===== src/rtl/zcg_pkg.sv =====
package zcg_pkg;
    typedef enum logic {
        CH_SETTLED = 1'b0,
        CH_WAITING = 1'b1
    } chan_state_e;

    // Gain factor for an attenuation of k dB, unsigned Q1.15, unity = 32768
    function automatic int gain_q15(input int k);
        real v;
        v = 32768.0 * (10.0 ** (-k / 20.0));
        return $rtoi(v + 0.5);
    endfunction
endpackage


===== src/rtl/zcg_gain_table.sv =====
module zcg_gain_table
    import zcg_pkg::*;
#(
    parameter int AW = 6,
    parameter int GW = 16
) (
    input  logic [AW-1:0] code,
    output logic [GW-1:0] gain
);
    localparam int N = 1 << AW;
    logic [GW-1:0] tbl [N];

    for (genvar k = 0; k < N; k++) begin : g_ent
        localparam logic [GW-1:0] G = GW'(gain_q15(k));
        assign tbl[k] = G;
    end

    assign gain = tbl[code];
endmodule


===== src/rtl/zcg_scaler.sv =====
module zcg_scaler #(
    parameter int SW = 18,
    parameter int GW = 16
) (
    input  logic [SW-1:0] smp,
    input  logic [GW-1:0] gain,
    input  logic          mute,
    output logic [SW-1:0] res
);
    localparam int FRAC = GW - 1;
    localparam int PW   = SW + GW + 1;
    localparam logic signed [PW-1:0] HALF = PW'(1) <<< (FRAC - 1);
    localparam logic signed [PW-1:0] MAXV = PW'((1 << (SW - 1)) - 1);
    localparam logic signed [PW-1:0] MINV = -(PW'(1) <<< (SW - 1));

    logic signed [PW-1:0] prod, shr;

    always_comb begin
        prod = PW'($signed(smp)) * PW'($signed({1'b0, gain}));
        shr  = (prod + HALF) >>> FRAC;
        if (mute)
            res = '0;
        else if (shr > MAXV)
            res = MAXV[SW-1:0];
        else if (shr < MINV)
            res = MINV[SW-1:0];
        else
            res = shr[SW-1:0];
    end
endmodule


===== src/rtl/zcg_chan_ctrl.sv =====
module zcg_chan_ctrl
    import zcg_pkg::*;
#(
    parameter int SW = 18,
    parameter int AW = 6,
    parameter int TW = 10
) (
    input  logic          clk,
    input  logic          rst_n,
    input  logic          smp_valid,
    input  logic [SW-1:0] smp,
    input  logic [AW-1:0] tgt_att,
    input  logic          tgt_mute,
    output logic [AW-1:0] eff_att,
    output logic          eff_mute,
    output logic [AW-1:0] act_att,
    output logic          act_mute,
    output logic [TW-1:0] wait_cnt,
    output chan_state_e   state
);
    localparam logic [TW-1:0] CNT_LAST = '1;

    chan_state_e   st_q, st_d;
    logic [SW-1:0] prev_q;
    logic [AW-1:0] att_q;
    logic          mute_q;
    logic [TW-1:0] cnt_q;
    logic          mismatch, crossing, expire, take;

    always_comb begin
        mismatch = (tgt_att != att_q) || (tgt_mute != mute_q);
        crossing = (smp == '0) || (smp[SW-1] != prev_q[SW-1]);
        expire   = (cnt_q == CNT_LAST);
        take     = smp_valid && mismatch && (crossing || expire);
    end

    // next-state: arm / cross / expire / withdraw
    always_comb begin
        st_d = st_q;
        unique case (st_q)
            CH_SETTLED: if (mismatch && !take) st_d = CH_WAITING;
            CH_WAITING: if (take || !mismatch) st_d = CH_SETTLED;
            default:    st_d = CH_SETTLED;
        endcase
    end

    always_ff @(posedge clk) begin
        if (!rst_n) st_q <= CH_SETTLED;
        else        st_q <= st_d;
    end

    always_ff @(posedge clk) begin
        if (!rst_n) begin
            prev_q <= '0;
            att_q  <= '0;
            mute_q <= 1'b0;
            cnt_q  <= '0;
        end else begin
            if (smp_valid) prev_q <= smp;
            if (take) begin
                att_q  <= tgt_att;
                mute_q <= tgt_mute;
            end
            if (!mismatch || take) cnt_q <= '0;
            else if (smp_valid)    cnt_q <= cnt_q + 1'b1;
        end
    end

    always_comb begin
        eff_att  = take ? tgt_att  : att_q;
        eff_mute = take ? tgt_mute : mute_q;
        act_att  = att_q;
        act_mute = mute_q;
        wait_cnt = cnt_q;
        state    = st_q;
    end
endmodule


===== src/rtl/zc_gain_stage.sv =====
module zc_gain_stage
    import zcg_pkg::*;
#(
    parameter int SW = 18,
    parameter int AW = 6,
    parameter int TW = 10
) (
    input  logic          clk,
    input  logic          rst_n,
    input  logic          in_valid,
    input  logic [SW-1:0] in_left,
    input  logic [SW-1:0] in_right,
    input  logic [AW-1:0] tgt_att_l,
    input  logic          tgt_mute_l,
    input  logic [AW-1:0] tgt_att_r,
    input  logic          tgt_mute_r,
    input  logic          mute_all,
    output logic          out_valid,
    output logic [SW-1:0] out_left,
    output logic [SW-1:0] out_right
);
    localparam int NCH = 2;
    localparam int GW  = 16;

    logic [SW-1:0] smp     [NCH];
    logic [AW-1:0] tgt_att [NCH];
    logic          tgt_mut [NCH];
    logic [AW-1:0] eff_att [NCH];
    logic          eff_mut [NCH];
    logic [AW-1:0] act_att [NCH];
    logic          act_mut [NCH];
    logic [TW-1:0] wcnt    [NCH];
    chan_state_e   cstate  [NCH];
    logic [GW-1:0] gain    [NCH];
    logic [SW-1:0] res     [NCH];

    assign smp[0]     = in_left;
    assign smp[1]     = in_right;
    assign tgt_att[0] = tgt_att_l;
    assign tgt_att[1] = tgt_att_r;
    assign tgt_mut[0] = tgt_mute_l;
    assign tgt_mut[1] = tgt_mute_r;

    for (genvar c = 0; c < NCH; c++) begin : g_ch
        zcg_chan_ctrl #(.SW(SW), .AW(AW), .TW(TW)) u_ctrl (
            .clk(clk), .rst_n(rst_n), .smp_valid(in_valid), .smp(smp[c]),
            .tgt_att(tgt_att[c]), .tgt_mute(tgt_mut[c]),
            .eff_att(eff_att[c]), .eff_mute(eff_mut[c]),
            .act_att(act_att[c]), .act_mute(act_mut[c]),
            .wait_cnt(wcnt[c]), .state(cstate[c])
        );
        zcg_gain_table #(.AW(AW), .GW(GW)) u_tbl (
            .code(eff_att[c]), .gain(gain[c])
        );
        zcg_scaler #(.SW(SW), .GW(GW)) u_scl (
            .smp(smp[c]), .gain(gain[c]),
            .mute(eff_mut[c] | mute_all), .res(res[c])
        );
    end

    always_ff @(posedge clk) begin
        if (!rst_n) begin
            out_valid <= 1'b0;
            out_left  <= '0;
            out_right <= '0;
        end else begin
            out_valid <= in_valid;
            if (in_valid) begin
                out_left  <= res[0];
                out_right <= res[1];
            end
        end
    end
endmodule


===== config.mk =====
export PLATFORM = sky130hd
export DESIGN_NAME = zc_gain_stage
export DESIGN_NICKNAME = d
export VERILOG_FILES = /design/src/rtl/zcg_pkg.sv /design/src/rtl/zcg_gain_table.sv /design/src/rtl/zcg_scaler.sv /design/src/rtl/zcg_chan_ctrl.sv /design/src/rtl/zc_gain_stage.sv
export SDC_FILE = /design/constraint.sdc
export NUM_CORES = 2
export LEC_CHECK = 0
export CORE_MARGIN = 2
export CORE_UTILIZATION = 35
export DETAILED_ROUTE_END_ITERATION = 10
export PLACE_DENSITY = 0.61
export SYNTH_ARGS = -nofsm -noshare
export SYNTH_HDL_FRONTEND = slang
export SYNTH_SLANG_ARGS = --single-unit

===== constraint.sdc =====
create_clock -name clk -period 32.2 [get_ports clk]
set_input_delay 9.66 -clock clk [delete_from_list [all_inputs] [get_ports clk]]
set_output_delay 9.66 -clock clk [all_outputs]
set_load 0.01 [all_outputs]

[Word-level counts from Yosys, hierarchy flattened]
Memory sizes are Yosys's and may differ from the RTL's.
Cells that the tools add are included.
Storage, ports and cells
  bits of input ports: 54
  bits in read-only memories: 2048
  output and inout bits: 37
  logic and storage cells: 70
  memories kept: 2
  register bits: 107
Operators by class
  reductions and logical operators: 18
  order comparisons: 6
  bitwise gates (word level): 5
  add/sub/neg operators: 4
  multiply operators: 2
  mux-type cells: 14
  eq/ne operators: 8
Memories
  (name not given): words 64, bits a word 16, rd ports 1, clocked after memory_dff 0, wr ports 0, RTL line zcg_gain_table.sv:18  | assign gain = tbl[code];
  (name not given): words 64, bits a word 16, rd ports 1, clocked after memory_dff 0, wr ports 0, RTL line zcg_gain_table.sv:18
Operators by type and width (count)
  18-bit 2-to-1 mux: 6
  35-bit by 16-bit adder with 35-bit output, second input constant: 2
  18-bit by 17-bit multiplier with 35-bit output: 2
  16-bit 2-to-1 mux: 4
  20-bit by 18-bit > comparator with 1-bit output, second input constant: 2
  20-bit by 18-bit less-than comparator with 1-bit output, second input constant: 2
  18-bit zero test: 2
  10-bit by 1-bit adder with 10-bit output, second input constant: 2
  10-bit == test, second input constant: 2
  7-bit >= comparator, second input constant: 2
  6-bit inverter with 7-bit output: 2
  6-bit 2-to-1 mux: 2
  6-bit inequality test: 2
  1-bit logical OR: 8
  1-bit logical AND: 4
  1-bit inequality test: 4
  2-bit OR reduction: 2
  1-bit zero test: 2
  1-bit 2-to-1 mux: 2
  1-bit OR: 2
  1-bit inverter: 1

[Longest topological paths before layout]
  depth in word-level cells: 15
  gate-level depth with buffers: 46
  gate-level depth less buffers: 43

[Modules after synthesis]
From an unflattened synthesis, not the netlist that was laid out.
Unflattened totals
  cells, all modules: 3300
  area, all modules: 28932.7 µm²
Modules (own cells, without submodules)
  zcg_scaler (g_ch[1].u_scl): cells an instance 1301, times used 1, area each 11537.3 µm², seq. area each 0.0 µm²
  zcg_scaler (g_ch[0].u_scl): cells an instance 1295, times used 1, area each 11472.3 µm², seq. area each 0.0 µm²
  zcg_chan_ctrl: cells an instance 112, times used 2, area each 1038.5 µm², seq. area each 380.4 µm²
  zc_gain_stage: cells an instance 119, times used 1, area each 1427.6 µm², seq. area each 740.7 µm²
  zcg_gain_table (g_ch[1].u_tbl): cells an instance 190, times used 1, area each 1228.7 µm², seq. area each 0.0 µm²
  zcg_gain_table (g_ch[0].u_tbl): cells an instance 171, times used 1, area each 1189.9 µm², seq. area each 0.0 µm²

[Worst setup path after synthesis]
No wires, ideal clock.
  kind: input to register
  from: in in_left[8]
  to: reg out_left[0]
  stages: 37
  arrival: 19545 ps
  data required time: 32078 ps
  path slack: 12533 ps
  path through: or4_4 o31ai_4 nand2_4 mux2i_1 inv_1 ha_1 buf_1 clkbuf_1 o211ai_1 o21ai_0 nor2_1 a311oi_1 and2_1 inv_1 fa_1 fa_1 inv_1 fa_1 fa_1 fa_1 inv_1 fa_1 inv_1 ha_1 a21o_1 a21o_1 a21o_1 a21o_1 a21o_1 a21oi_1 nand3b_1 o21ai_1 xnor2_2 a311oi_2 a31oi_4 buf_6 a221o_1
RTL lines
  from (decl): RTL line zc_gain_stage.sv:11  | input logic [SW-1:0] in_left,
  to (signal assigned): RTL line zc_gain_stage.sv:69  | out_left <= res[0];
  to (decl): RTL line zc_gain_stage.sv:19  | output logic [SW-1:0] out_left,

==> results.md <==
* Status: finished, final reports clean
* Register area share after synthesis at about 5.1%
* Crit. End Element: register
* Buffer depth of the longest clock path at 2
* Sink Count at 73
* 1st-pass router iterations at 9
* Post CTS Setup Buffer Count at 0
* Final #Nets at 4200
* Non-Filler Instances at 4403
* Cell area after layout at 30860 sq um
* I/O Buffers at 90
* Total Routing Usage GR at 19.31%
* Synthesized area at between 20000 and 30000 sq um
* Pin count of the biggest net entering global routing at 35
* Worst Path Max Fanout at 18
* CP Data Arrival Time at 22.71 ns
* Worst-path clk slew at approximately 0.060 ns
* Height of the chip at 289.2 microns
* Vias post-DR at 22.19k
* Gr ovfl total at 0
* Inserted Diodes at 0
* Filler cell count at roughly 8.2k
* TritonCTS Buffers at 9
* # rows at around 100
* Starting Density at 35.35%
* Area Overhead vs Synth at 8.385%
* Root buffer cell: clkbuf_16
* Top-area cell type share of the netlist area at 41.06%
* Die area at 83650 sq um
* Count of cell types in the netlist at 80
* Yosys warnings at 0
* Final Routed Wirelength at 78060 microns
* Top cells by area, synth: fa_1 41%, inv_1 10%, ha_1 9.8%
* Number of remaining DRC errors at 0
* Syn_nets at between 4k and 5k
* Total negative setup slack at 0 ns
* HPWL after DPL at 63360 microns
* Share of cells above drive strength 1 at 3.141%
* Die Span X at 289.2 microns
* EDFF count, synth at 0
* Placed cell count at roughly 4.4k
* CTS tree: built
* Post-cts resize count at 0
* Slew Limit Headroom at 21.28%
* Most frequent cells after synthesis: 783 x inv_1, 584 x fa_1, 361 x nand2_1
* Worst slew pin tran at 1.148 ns
* Yosys top cell by area: fa_1
* Critical path's slowest cell: mux2i_1
* Crit path kind: in2reg
* Max-slew violations at 0
* IO Count at slightly above 90
* RSZ-0062 raised after global routing: no
* CTS H-tree depth at 3
* Post-Place Cell Area at 30550 sq um
* DRT iter0 DRCs at 1258
* Crit path required time at 32.50 ns
* Max-cap violations at 0
* CP Launch Type: primary input
* Core area at 80550 sq um
* Clk_lat worst skew at between 0.3 and 0.4 ns
* Synth Instances at 3336
* HP Class: reg2reg
* First-pass GRT wire length at 126600 microns
* Post-route minimum period at ~22 ns
* Syn_area_per_cell at 8.535 sq um
* Final ANT Viol Nets at 0
* Drt via density at 5.040
* FMAX at 44.63 MHz
* Largest stage delay on the critical path at 0.93 ns
* Core Util, Final at 38.31%
* Setup violations, final at 0
* Hold buffers post-CTS at 0
* Most common flop cell mapped by yosys: dfxtp_1
* Clock skew at roughly 0.010 ns
* Synth Register Bits at 73
* Vias in the first global route at 23.44k
* Ys async rst share at 0%
* Avg WL per Cell at 17.73 microns
* Final hold violations at 0
* Initial antenna violation count at 1
* Tcrit/Tclk final at between 60% and 70%
* Routability-driven placement congestion ratio at between 0.9 and 1
* Cell with the most instances after synthesis: inv_1
==> cells by family (layout without fill, tap and decap cells) <==
group                      Yosys count  after routing  share of synthesized area (%)
and+or+nand+nor                    988            988                          17.49
buffers and inverters              929            936                          12.35
adders and majority gates          808            808                          50.91
AOI/OAI and AO/OA                  416            416                          10.10
xor gates and xnor gates            88             88                          2.733
DFF                                 73             73                          5.133
muxes                               34             34                          1.283
==> area by class of cell <==
cell class	count	area, sq um	area share, %
Clock buffer	9	225.2	0.7298
Clock inverter	7	86.33	0.2798
Inverter	783	2939	9.524
Multi-Input combinational cell	2334	23570	76.37
Sequential cell	73	1461	4.736
Tap cell	1060	1326	4.298
Timing Repair Buffer	137	1254	4.063
==> per-layer routing <==
| metal | GRT usage (%) | share of wire (%) | vias to the layer above |
|---|---|---|---|
| li1 | - | - | 10210 |
| met1 | 24.40 | 42 | 11270 |
| met2 | 34.25 | 50 | 605 |
| met3 | 2.283 | 5.1 | 104 |
| met4 | 6.147 | 3.0 | 2 |
| met5 | 0 | 0.014 | - |
==> sequential cells by signal, summed over array words and instances, names as in the netlist <==
name and cells:
g_ch.u_ctrl.wait_cnt 20, out_right 18, out_valid 1, g_ch.u_ctrl.act_att 12
out_left 18, g_ch.u_ctrl.act_mute 2, g_ch.u_ctrl.prev_q 2
==> through the flow <==
step,setup WS [ns],hold WS [ns]
global placement,9.420,0.4696
detailed placement,9.549,0.4755
global route,9.202,0.5098
CTS,9.887,0.4908
floorplan,12.53,0.4584
finish,9.793,0.4848
==> cells in the final DEF (no fill, tap or decap), types with 26 or more instances in the layout <==
master	synthesis	layout
a21o_1	55	55
o21ai_0	70	70
clkdlybuf4s50_1	0	90
buf_4	3	47
a221o_1	36	36
mux2i_1	26	26
nand4_1	29	29
nor2_1	107	105
xor2_1	36	36
ha_1	224	224
nand3_1	36	36
nand2_1	361	361
xnor2_1	51	51
a21oi_1	102	101
dfxtp_1	73	73
fa_1	584	584
and2_1	333	333
inv_1	783	783
==> worst max-delay path: cells and delay by family <==
| kind | cells | cell delay (ns) |
|---|---|---|
| adders and majority gates | 8 | 4.15 |
| and+or+nand+nor | 12 | 3.87 |
| AOI/OAI and AO/OA | 6 | 2.30 |
| buffers and inverters | 7 | 1.49 |
| muxes | 1 | 0.93 |
| xor gates and xnor gates | 1 | 0.26 |
==> worst paths after layout <==
| check | slack (ns) | depth (start not counted) | startpoint | end |
|---|---|---|---|---|
| worst min-delay path | 0.48 | 1 | out_left[1]$_SDFFE_PN0P_ | out_left[1]$_SDFFE_PN0P_ |
| worst min register to register | 0.48 | 1 | out_left[1]$_SDFFE_PN0P_ | out_left[1]$_SDFFE_PN0P_ |
| worst max-delay path | 9.79 | 35 | in_left[8] | out_left[15]$_SDFFE_PN0P_ |
| worst max register to register | 19.90 | 35 | g_ch[0].u_ctrl.act_att[3]$_SDFF_PN0_ | out_left[15]$_SDFFE_PN0P_ |
Power is not shown: default switching activity piles up to over one toggle a cycle in this logic, so the estimate is an artifact.
